**src/rtl/adc_trig_pkg.sv**
```systemverilog
`timescale 1ns/1ps
package adc_trig_pkg;
  typedef enum logic [2:0] {
    SEL_FREE = 3'd0,
    SEL_ACMP = 3'd1,
    SEL_EXT0 = 3'd2,
    SEL_CMPA = 3'd3,
    SEL_OVF  = 3'd4,
    SEL_CMPB = 3'd5,
    SEL_PCHG = 3'd6,
    SEL_RSVD = 3'd7
  } trig_sel_e;

  // rising level: low last cycle, high now
  function automatic logic is_rise(input logic cur, input logic prev);
    return cur & ~prev;
  endfunction

  // entry into free-running: select is zero now and was nonzero last cycle
  function automatic logic is_free_entry(input logic [2:0] sel, input logic [2:0] sel_prev);
    return (sel == SEL_FREE) && (sel_prev != SEL_FREE);
  endfunction
endpackage

```
**src/rtl/trig_src_mux.sv**
```systemverilog
`timescale 1ns/1ps
module trig_src_mux #(
  parameter int SEL_W = 3,
  parameter int NSRC  = 6
) (
  input  logic [SEL_W-1:0] sel,
  input  logic [NSRC-1:0]  flags,
  input  logic             done_flag,
  output logic             picked
);
  localparam int NCODE = 1 << SEL_W;

  logic [NCODE-1:0] cand;

  assign cand[0] = done_flag;
  for (genvar i = 1; i < NCODE; i++) begin : g_cand
    if (i <= NSRC) begin : g_src
      assign cand[i] = flags[i-1];
    end else begin : g_rsvd
      assign cand[i] = 1'b0;
    end
  end

  assign picked = cand[sel];
endmodule

```
**src/rtl/trig_edge_det.sv**
```systemverilog
`timescale 1ns/1ps
module trig_edge_det
  import adc_trig_pkg::*;
#(
  parameter int SEL_W = 3
) (
  input  logic             clk,
  input  logic             rst,
  input  logic [SEL_W-1:0] sel,
  input  logic             level,
  output logic             edge_hit,
  output logic             fr_entry
);
  logic             prev_lvl;
  logic [SEL_W-1:0] prev_sel;

  always_ff @(posedge clk) begin
    if (rst) begin
      prev_lvl <= 1'b0;
      prev_sel <= '0;
    end else begin
      prev_lvl <= level;
      prev_sel <= sel;
    end
  end

  assign edge_hit = is_rise(level, prev_lvl);
  assign fr_entry = is_free_entry(sel, prev_sel);
endmodule

```
**src/rtl/trig_start_gate.sv**
```systemverilog
`timescale 1ns/1ps
module trig_start_gate (
  input  logic clk,
  input  logic rst,
  input  logic edge_hit,
  input  logic fr_entry,
  input  logic auto_en,
  input  logic conv_en,
  input  logic busy,
  output logic start
);
  logic fire;

  assign fire = edge_hit & ~fr_entry & auto_en & conv_en & ~busy;

  always_ff @(posedge clk) begin
    if (rst) start <= 1'b0;
    else     start <= fire;
  end
endmodule

```
**src/rtl/adc_trig_sel.sv**
```systemverilog
`timescale 1ns/1ps
module adc_trig_sel #(
  parameter int SEL_W = 3,
  parameter int NSRC  = 6
) (
  input  logic             clk,
  input  logic             rst,
  input  logic             conv_en,
  input  logic             auto_en,
  input  logic [SEL_W-1:0] src_sel,
  input  logic [NSRC-1:0]  src_flags,
  input  logic             conv_done,
  input  logic             busy,
  output logic             start
);
  logic picked;
  logic edge_hit;
  logic fr_entry;

  trig_src_mux #(.SEL_W(SEL_W), .NSRC(NSRC)) u_mux (
    .sel       (src_sel),
    .flags     (src_flags),
    .done_flag (conv_done),
    .picked    (picked)
  );

  trig_edge_det #(.SEL_W(SEL_W)) u_edge (
    .clk      (clk),
    .rst      (rst),
    .sel      (src_sel),
    .level    (picked),
    .edge_hit (edge_hit),
    .fr_entry (fr_entry)
  );

  trig_start_gate u_gate (
    .clk      (clk),
    .rst      (rst),
    .edge_hit (edge_hit),
    .fr_entry (fr_entry),
    .auto_en  (auto_en),
    .conv_en  (conv_en),
    .busy     (busy),
    .start    (start)
  );
endmodule

```
**config.mk**
```make
export PLATFORM = sky130hd
export DESIGN_NAME = adc_trig_sel
export DESIGN_NICKNAME = d
export VERILOG_FILES = /design/src/rtl/adc_trig_pkg.sv /design/src/rtl/trig_src_mux.sv /design/src/rtl/trig_edge_det.sv /design/src/rtl/trig_start_gate.sv /design/src/rtl/adc_trig_sel.sv
export SDC_FILE = /design/constraint.sdc
export NUM_CORES = 1
export LEC_CHECK = 0
export ABC_AREA = 1
export BUFFER_PORTS_ARGS = -buffer_cell sky130_fd_sc_hd__buf_2
export CAP_MARGIN = 40
export CORE_AREA = 2 2 39 41
export CTS_BUF_LIST = sky130_fd_sc_hd__clkbuf_8
export DETAILED_ROUTE_END_ITERATION = 8
export DIE_AREA = 0 0 41 43
export GPL_TIMING_DRIVEN = 0
export PLACE_DENSITY = 0.4
export SYNTH_ARGS = -nofsm -noshare
export SYNTH_HDL_FRONTEND = slang
export SYNTH_SLANG_ARGS = --single-unit
export TNS_END_PERCENT = 5
```
**constraint.sdc**
```tcl
create_clock -name clk -period 2.45 [get_ports clk]
set_input_delay 0.1225 -clock clk [delete_from_list [all_inputs] [get_ports clk]]
set_output_delay 0.1225 -clock clk [all_outputs]
set_load 0.01 [all_outputs]
```
==> results.json, run 1 <==
{
  "status": "completed",
  "hold_class": "in -> reg",
  "wl_per_cell_um": 7.45,
  "ys_warn_count": 0,
  "die_area_um2": 1760,
  "clkSlewWorstSetupHoldPaths_ns": 0.04,
  "holdWs_ns": 0.117,
  "setup_viol": 0,
  "ys_seq_area_frac": 0.402,
  "clock-skew-final_ns": 0.00441,
  "htree_levels": 1,
  "clock_power_share": 0.553,
  "finalMaxSlewViolations": 0,
  "die-height_um": 43,
  "fill_cells": 150,
  "grt_max_degree": 6,
  "endpoint_kind": "register",
  "synth_nets": 55,
  "crit_path_max_fanout": 1,
  "clockBufferDepth": 2,
  "setup.worst_path.start_class": "register",
  "p_comb_frac": 0.116,
  "grt_pass1_wl_um": 848,
  "finalSetupTns_ns": 0,
  "crit_required_ns": 2.61,
  "internal_power_uw": 208,
  "first_global_vias": 221,
  "criticalPathCategory": "reg -> reg",
  "leakagePower_nw": 0.231,
  "num_vias": 278,
  "ant_nets": 0,
  "groute.usage.overall": 0.0772,
  "totalPowerFinal_uw": 263,
  "clkSinkCount": 5,
  "rsz0062_at_grt": "false",
  "power.switching_uw": 54.5,
  "tightestPinTransition_ns": 0.198,
  "drt_pre_antenna_iters": 4,
  "coreArea_um2": 1380,
  "netlist_area_um2": 249,
  "nets": 75,
  "vdd_drop_max_mv": 0.176,
  "period_needed_ns": 0.852,
  "post-dp-hpwl_um": 457,
  "postCtsHoldBufs": 0,
  "clk_latency_ns": 0.22,
  "utilization": 0.281,
  "start_util": 0.180,
  "viasPerCell": 3.71,
  "seqCellArea_um2": 100,
  "root_buffer": "clkbuf_8",
  "antenna_found_initial": 0,
  "postCtsSetupBuffers": 0,
  "ys_ff_latch": 5,
  "clock.fmax_mhz": 1170,
  "cts-resized-gates": 0,
  "numCtsBuffers": 3,
  "max_slew_margin": 0.867,
  "cts_tree": "yes",
  "gr-total-overflow": 0,
  "pin_count": 16,
  "die_w_um": 41,
  "area_growth_syn_to_layout_pct": 56.3,
  "finalHoldViolCount": 0,
  "period_share": 0.348,
  "gp_congestion": 0.720,
  "numPortBuffers": 15,
  "p_seq_frac": 0.331,
  "antennaDiodeCount": 0,
  "drc": 0,
  "wl_um": 559,
  "maxCapViolations": 0,
  "drive_gt1_frac": 0.322,
  "yosys.cell_types.count": 10,
  "multiInputGateArea_um2": 108,
  "power.density_nw_per_um2": 676,
  "avgSynthCellArea_um2": 6.22,
  "synthCells": 40,
  "worstPathArrival_ns": 1.01,
  "sw_frac_of_total": 0.207,
  "drt_iter0_markers": 8,
  "rows": 14
}
final timing paths:
kind	from	endpoint	slack (ns)	cells after the start
setup / recovery	u_edge.prev_sel[1]$_SDFF_PP0_	u_gate.start$_SDFF_PP0_	1.60	4
hold / removal	rst	u_edge.prev_lvl$_SDFF_PP0_	0.12	2
setup reg to reg	u_edge.prev_sel[1]$_SDFF_PP0_	u_gate.start$_SDFF_PP0_	1.60	4
hold reg to reg	u_edge.prev_lvl$_SDFF_PP0_	u_gate.start$_SDFF_PP0_	0.47	3
critical path: stages (launching register included):
cell	delay [ns]
dfxtp_1	0.28
or2_0	0.20
o21ai_0	0.15
nand2_1	0.07
nor2_1	0.09
flip-flops by register name (all words and copies together) (netlist names):
signal,count
u_edge.prev_lvl,1
u_edge.prev_sel,3
u_gate.start,1
cell usage in the layout, fill, tap and decap left out:
master and instances:
dfxtp_1 5, o21ai_0 1, nand3b_1 1, nand3_1 6, inv_1 11, nor2_1 5
nor3_1 2, buf_2 15, nand2_1 8, clkbuf_8 3, or2_0 1, inv_2 1
kinds of logic after synthesis:
logic type | count (synthesis) | share of synthesized area
flip-flops | 5 | 0.402
buffers and inverters | 11 | 0.166
AO/OA/AOI/OAI | 1 | 0.0201
AND/OR/NAND/NOR | 23 | 0.412
power by group through the flow:
stage / sequential [mW] / clock (mW) / combinational, mW
global route: 0.0873 / 0.155 / 0.0353
finish: 0.0870 / 0.145 / 0.0305
global placement: 0.0882 / 0 / 0.0309
CTS: 0.0870 / 0.149 / 0.0310
floorplan: 0.0882 / 0 / 0.0144
detailed placement: 0.0882 / 0 / 0.0309
synthesized netlist by cell type:
library cell | count | area (µm²)
inv_2 | 1 | 3.75
o21ai_0 | 1 | 5.00
nand3b_1 | 1 | 7.51
nor2_1 | 5 | 18.8
inv_1 | 10 | 37.5
dfxtp_1 | 5 | 100
nand2_1 | 8 | 30.0
or2_0 | 1 | 6.26
nand3_1 | 6 | 30.0
nor3_1 | 2 | 10.0
area by class of cell:
| cell class | instances | area share |
|---|---|---|
| clock buffer | 3 | 0.106 |
| inverter | 11 | 0.106 |
| sequential | 5 | 0.257 |
| timing repair buffer | 15 | 0.193 |
| clock inverter | 1 | 0.00965 |
| multi-input combinational | 24 | 0.277 |
| tap | 16 | 0.0514 |
metrics by stage:
step / instances / instance area, µm² / setup slack [ns]
global route: 75 / 389 / 1.53
global placement: 71 / 344 / 1.60
finish: 75 / 389 / 1.60
detailed placement: 71 / 344 / 1.59
floorplan: 40 / 249 / 1.65
CTS: 75 / 389 / 1.58
per-layer routing:
layer	track usage	wire, µm
met5	0	0
met3	0.0471	38
met4	0.0600	0
met2	0.0969	252
met1	0.0897	268
Power figures use the tool's default switching activity.
==> run 2: changes to the inputs <==
==> constraint.sdc (replaced) <==
create_clock -name clk -period 0.8 [get_ports clk]
set_input_delay 0.04 -clock clk [delete_from_list [all_inputs] [get_ports clk]]
set_output_delay 0.04 -clock clk [all_outputs]
set_load 0.01 [all_outputs]
==> results.json, run 2 (synthesized netlist as in run 1, its figures left out) <==
{
  "status": "complete, but fails checks",
  "violations": "setup timing",
  "num_vias": 288,
  "hold_end": "u_edge.prev_sel[2]$_SDFF_PP0_",
  "setup_viol": 1,
  "antennaDiodeCount": 0,
  "totalPowerFinal_uw": 812,
  "pin_count": 16,
  "crit_required_ns": 0.96,
  "fill_cells": 162,
  "max_slew_margin": 0.865,
  "rows": 14,
  "grt_pass1_wl_um": 903,
  "numCtsBuffers": 3,
  "reg2reg_to": "u_gate.start$_SDFF_PP0_",
  "reg.largest.list": "u_edge.prev_sel: 3 flops, u_edge.prev_lvl: 1 flops, u_gate.start: 1 flops",
  "period_share": 1.02,
  "antenna_found_initial": 0,
  "post-dp-hpwl_um": 433,
  "clkSinkCount": 5,
  "reg2reg_depth": 4,
  "hold_start": "rst",
  "ant_nets": 0,
  "clock.fmax_mhz": 1220,
  "gp_congestion": 0.652,
  "rsz0062_at_grt": "true",
  "viasPerCell": 3.84,
  "root_buffer": "clkbuf_8",
  "crit_path_max_fanout": 1,
  "mostFrequentLayoutCell": "buf_2",
  "postCtsSetupBuffers": 0,
  "drt_iter0_markers": 1,
  "grt_max_degree": 6,
  "leakagePower_nw": 0.233,
  "seqCellArea_um2": 100,
  "die_w_um": 41,
  "largest-register": "u_edge.prev_sel",
  "finalMaxSlewViolations": 0,
  "vdd_drop_max_mv": 0.476,
  "gr-total-overflow": 0,
  "setup_ws_ns": -0.0198,
  "largest_reg_flops": 3,
  "multiInputGateArea_um2": 108,
  "nets": 75,
  "cts_tree": "yes",
  "utilization": 0.281,
  "die_area_um2": 1760,
  "holdWs_ns": 0.0432,
  "area_growth_syn_to_layout_pct": 56.3,
  "wl_um": 540,
  "drc": 0,
  "htree_levels": 1,
  "worstPathArrival_ns": 0.98,
  "clk_latency_ns": 0.22,
  "hold_depth": 2,
  "final_cell_mix": "buf_2, inv_1, nand2_1, nand3_1",
  "endpoint_kind": "register",
  "clock-skew-final_ns": 0.00239,
  "worstReg2RegStart": "u_edge.prev_sel[2]$_SDFF_PP0_",
  "start_util": 0.180,
  "first_global_vias": 246,
  "postCtsHoldBufs": 0,
  "maxCapViolations": 0,
  "wl_per_cell_um": 7.20,
  "hold_class": "in -> reg",
  "groute.usage.overall": 0.0843,
  "period_needed_ns": 0.820,
  "tightestPinTransition_ns": 0.201,
  "drt_pre_antenna_iters": 2,
  "drive_gt1_frac": 0.322,
  "r2r_setup_slack_ns": -0.02,
  "clockBufferDepth": 2,
  "clkSlewWorstSetupHoldPaths_ns": 0.04,
  "power.density_nw_per_um2": 2090,
  "coreArea_um2": 1380,
  "pre_cts_ws_ns": -0.0265,
  "setup.worst_path.start_class": "register",
  "finalHoldViolCount": 0,
  "numPortBuffers": 15,
  "die-height_um": 43,
  "criticalPathCategory": "reg -> reg"
}
## run 2: cell counts in the layout (fill, tap and decap cells not counted)
Identical to the previous run, type by type.
## run 2: worst max path at each step
stage	to	cells past startpoint	slack (ns)	startpoint
2_1_floorplan	u_gate.start$_SDFF_PP0_	4	0.02	u_edge.prev_sel[1]$_SDFF_PP0_
3_3_place_gp	u_gate.start$_SDFF_PP0_	4	-0.03	u_edge.prev_sel[1]$_SDFF_PP0_
3_5_place_dp	u_gate.start$_SDFF_PP0_	4	-0.03	u_edge.prev_sel[1]$_SDFF_PP0_
4_1_cts	u_gate.start$_SDFF_PP0_	4	-0.02	u_edge.prev_sel[1]$_SDFF_PP0_
5_1_grt	u_gate.start$_SDFF_PP0_	4	-0.09	u_edge.prev_sel[2]$_SDFF_PP0_
6_report	u_gate.start$_SDFF_PP0_	4	-0.02	u_edge.prev_sel[2]$_SDFF_PP0_
## run 2: through the flow
| stage | cells | cell area [µm²] | TNS [ns] |
|---|---|---|---|
| 2_1_floorplan | 40 | 249 | 0 |
| 3_3_place_gp | 71 | 344 | -0.0287 |
| 3_5_place_dp | 71 | 344 | -0.0265 |
| 4_1_cts | 75 | 389 | -0.0187 |
| 5_1_grt | 75 | 389 | -0.0905 |
| 6_report | 75 | 389 | -0.0198 |
## run 2: cell type report
cell class	count	area share
multi-input combinational	24	0.277
sequential	5	0.257
timing repair buffer	15	0.193
clock buffer	3	0.106
inverter	11	0.106
tap	16	0.0514
clock inverter	1	0.00965
## run 2: timing repair
| item | CTS | global route |
|---|---|---|
| setup endpoints to repair | 1 | 1 |
| resized for setup | 0 | 1 |
| pin swaps | 1 | 3 |
## run 2: metal layers
| layer | share of wire | track usage |
|---|---|---|
| met1 | 0.47 | 0.0836 |
| met2 | 0.36 | 0.106 |
| met3 | 0.13 | 0.0471 |
| met4 | 0.041 | 0.100 |
| met5 | 0 | 0 |
## run 2: power breakdown
part	internal, mW	switching (mW)	total, mW
Clock	0.329	0.124	0.453
Combinational	0.0465	0.0464	0.0929
Sequential	0.264	0.00242	0.266
Total	0.639	0.173	0.812
## run 2: critical path: stages, from the launching register on
cell,delay [ns]
dfxtp_1,0.28
or2_1,0.22
o21ai_1,0.13
nand2_1,0.06
nor2_1,0.08
==> run 3: changes to the inputs <==
--- a/config.mk
+++ b/config.mk
@@ -6,7 +6,7 @@
 export NUM_CORES = 1
 export LEC_CHECK = 0
 export ABC_AREA = 1
-export BUFFER_PORTS_ARGS = -buffer_cell sky130_fd_sc_hd__buf_2
+export BUFFER_PORTS_ARGS = -buffer_cell sky130_fd_sc_hd__buf_4
 export CAP_MARGIN = 40
 export CORE_AREA = 2 2 39 41
 export CTS_BUF_LIST = sky130_fd_sc_hd__clkbuf_8
==> results.json, run 3 (synthesized netlist as in run 1, its figures left out) <==
{
  "antennaDiodeCount": 0,
  "die_area_um2": 1760,
  "die-height_um": 43,
  "vdd_drop_max_mv": 0.552,
  "gp_congestion": 0.718,
  "drive_gt1_frac": 0.322,
  "rows": 14,
  "fill_cells": 165,
  "hold_end": "u_edge.prev_sel[0]$_SDFF_PP0_",
  "finalHoldViolCount": 0,
  "pin_count": 16,
  "numCtsBuffers": 3,
  "crit_path_max_fanout": 1,
  "pre_cts_ws_ns": -0.0392,
  "hold_depth": 2,
  "clock-skew-final_ns": 0.00123,
  "r2r_setup_slack_ns": -0.02,
  "first_global_vias": 257,
  "clock_power_share": 0.538,
  "largest-register": "u_edge.prev_sel",
  "finalMaxSlewViolations": 0,
  "gr-total-overflow": 0,
  "final_cell_mix": "buf_4, inv_1, nand2_1, nand3_1",
  "maxCapViolations": 0,
  "final_area_um2": 427,
  "finalNonFillerCells": 75,
  "setup_ws_ns": -0.0165,
  "violations": "setup timing",
  "dp.cells": 71,
  "sw_frac_of_total": 0.201,
  "clockBufferDepth": 2,
  "criticalPathCategory": "reg -> reg",
  "largest_reg_flops": 3,
  "utilization": 0.308,
  "ant_nets": 0,
  "worstPathArrival_ns": 0.97,
  "groute.usage.overall": 0.0853,
  "clkSinkCount": 5,
  "viasPerCell": 3.77,
  "setup_viol": 1,
  "postCtsSetupBuffers": 0,
  "cp-startpoint": "u_edge.prev_sel[1]$_SDFF_PP0_",
  "wl_um": 564,
  "multiInputGateArea_um2": 108,
  "max_slew_margin": 0.860,
  "power.switching_uw": 166,
  "hold_start": "rst",
  "period_share": 1.02,
  "leakagePower_nw": 0.245,
  "p_seq_frac": 0.324,
  "root_buffer": "clkbuf_8",
  "rsz0062_at_grt": "true",
  "status": "complete, but fails checks",
  "nets": 75,
  "drt_pre_antenna_iters": 2,
  "mostFrequentLayoutCell": "buf_4",
  "cts_tree": "yes",
  "clock.fmax_mhz": 1220,
  "post-dp-hpwl_um": 467,
  "postCtsHoldBufs": 0,
  "grt_max_degree": 6,
  "grt_pass1_wl_um": 945,
  "num_vias": 283,
  "setup.worst_path.start_class": "register",
  "totalPowerFinal_uw": 824,
  "endpoint_kind": "register",
  "reg.largest.list": "u_edge.prev_sel: 3 flops, u_edge.prev_lvl: 1 flops, u_gate.start: 1 flops",
  "numPortBuffers": 15,
  "period_needed_ns": 0.816,
  "tightestPinTransition_ns": 0.208,
  "clkSlewWorstSetupHoldPaths_ns": 0.03,
  "internal_power_uw": 658,
  "area_growth_syn_to_layout_pct": 71.4,
  "htree_levels": 1,
  "reg2reg_to": "u_gate.start$_SDFF_PP0_",
  "drt_iter0_markers": 1,
  "seqCellArea_um2": 100,
  "die_w_um": 41,
  "reg2reg_depth": 4,
  "drc": 0,
  "crit_required_ns": 0.95,
  "coreArea_um2": 1380,
  "place_area_um2": 382,
  "antenna_found_initial": 0,
  "wl_per_cell_um": 7.52,
  "start_util": 0.180,
  "power.density_nw_per_um2": 1930,
  "p_comb_frac": 0.138,
  "worstReg2RegStart": "u_edge.prev_sel[1]$_SDFF_PP0_",
  "clk_latency_ns": 0.22,
  "hold_class": "in -> reg"
}
-- run 3: cell counts in the layout (fill, tap and decap cells not counted) --
Identical to the previous run, type by type.
-- run 3: final cells by class --
cell class / instances / area share
repair buffers: 15 / 0.264
multi-input cells: 24 / 0.252
flip-flops and latches: 5 / 0.235
clock buffers: 3 / 0.0968
inverters: 11 / 0.0968
well taps: 16 / 0.0469
clock inverters: 1 / 0.00880
-- run 3: metrics by stage --
stage | setup TNS (ns) | hold slack [ns]
floorplan | 0 | 0.112
global route | -0.0976 | 0.0214
finish | -0.0165 | 0.0201
CTS | -0.0301 | 0.0192
global placement | -0.0326 | 0.249
detailed placement | -0.0392 | 0.247
-- run 3: power groups by stage --
stage	clock network [mW]	registers, mW	logic (mW)
final	0.444	0.267	0.114
after global routing	0.487	0.268	0.131
after detailed placement	0	0.271	0.114
after floorplan	0	0.270	0.0446
after global placement	0	0.271	0.115
after CTS	0.454	0.267	0.115
-- run 3: how the worst max path moves through the flow --
stage	endpoint	slack, ns	cells after the start
floorplan	u_gate.start$_SDFF_PP0_	0.02	4
global placement	u_gate.start$_SDFF_PP0_	-0.03	4
detailed placement	u_gate.start$_SDFF_PP0_	-0.04	4
CTS	u_gate.start$_SDFF_PP0_	-0.03	4
global route	u_gate.start$_SDFF_PP0_	-0.1	4
finish	u_gate.start$_SDFF_PP0_	-0.02	4
-- run 3: timing repair --
item | in CTS | in global routing
setup endpoints to repair | 1 | 1
pin swaps | 1 | 0
gates resized for setup | 0 | 1
-- run 3: critical path: stages (launching register included) --
cell and delay (ns):
dfxtp_1 0.28, or2_1 0.22, o21ai_1 0.11, nand2_1 0.06
nor2_1 0.08
-- run 3: metal layers --
layer  GRT usage  vias up  share of wire
met2       0.103       17           0.39
met1      0.0962      107           0.42
met4      0.0800        0          0.030
met5           0        -              0
met3      0.0524        3           0.16
li1            -      156              -
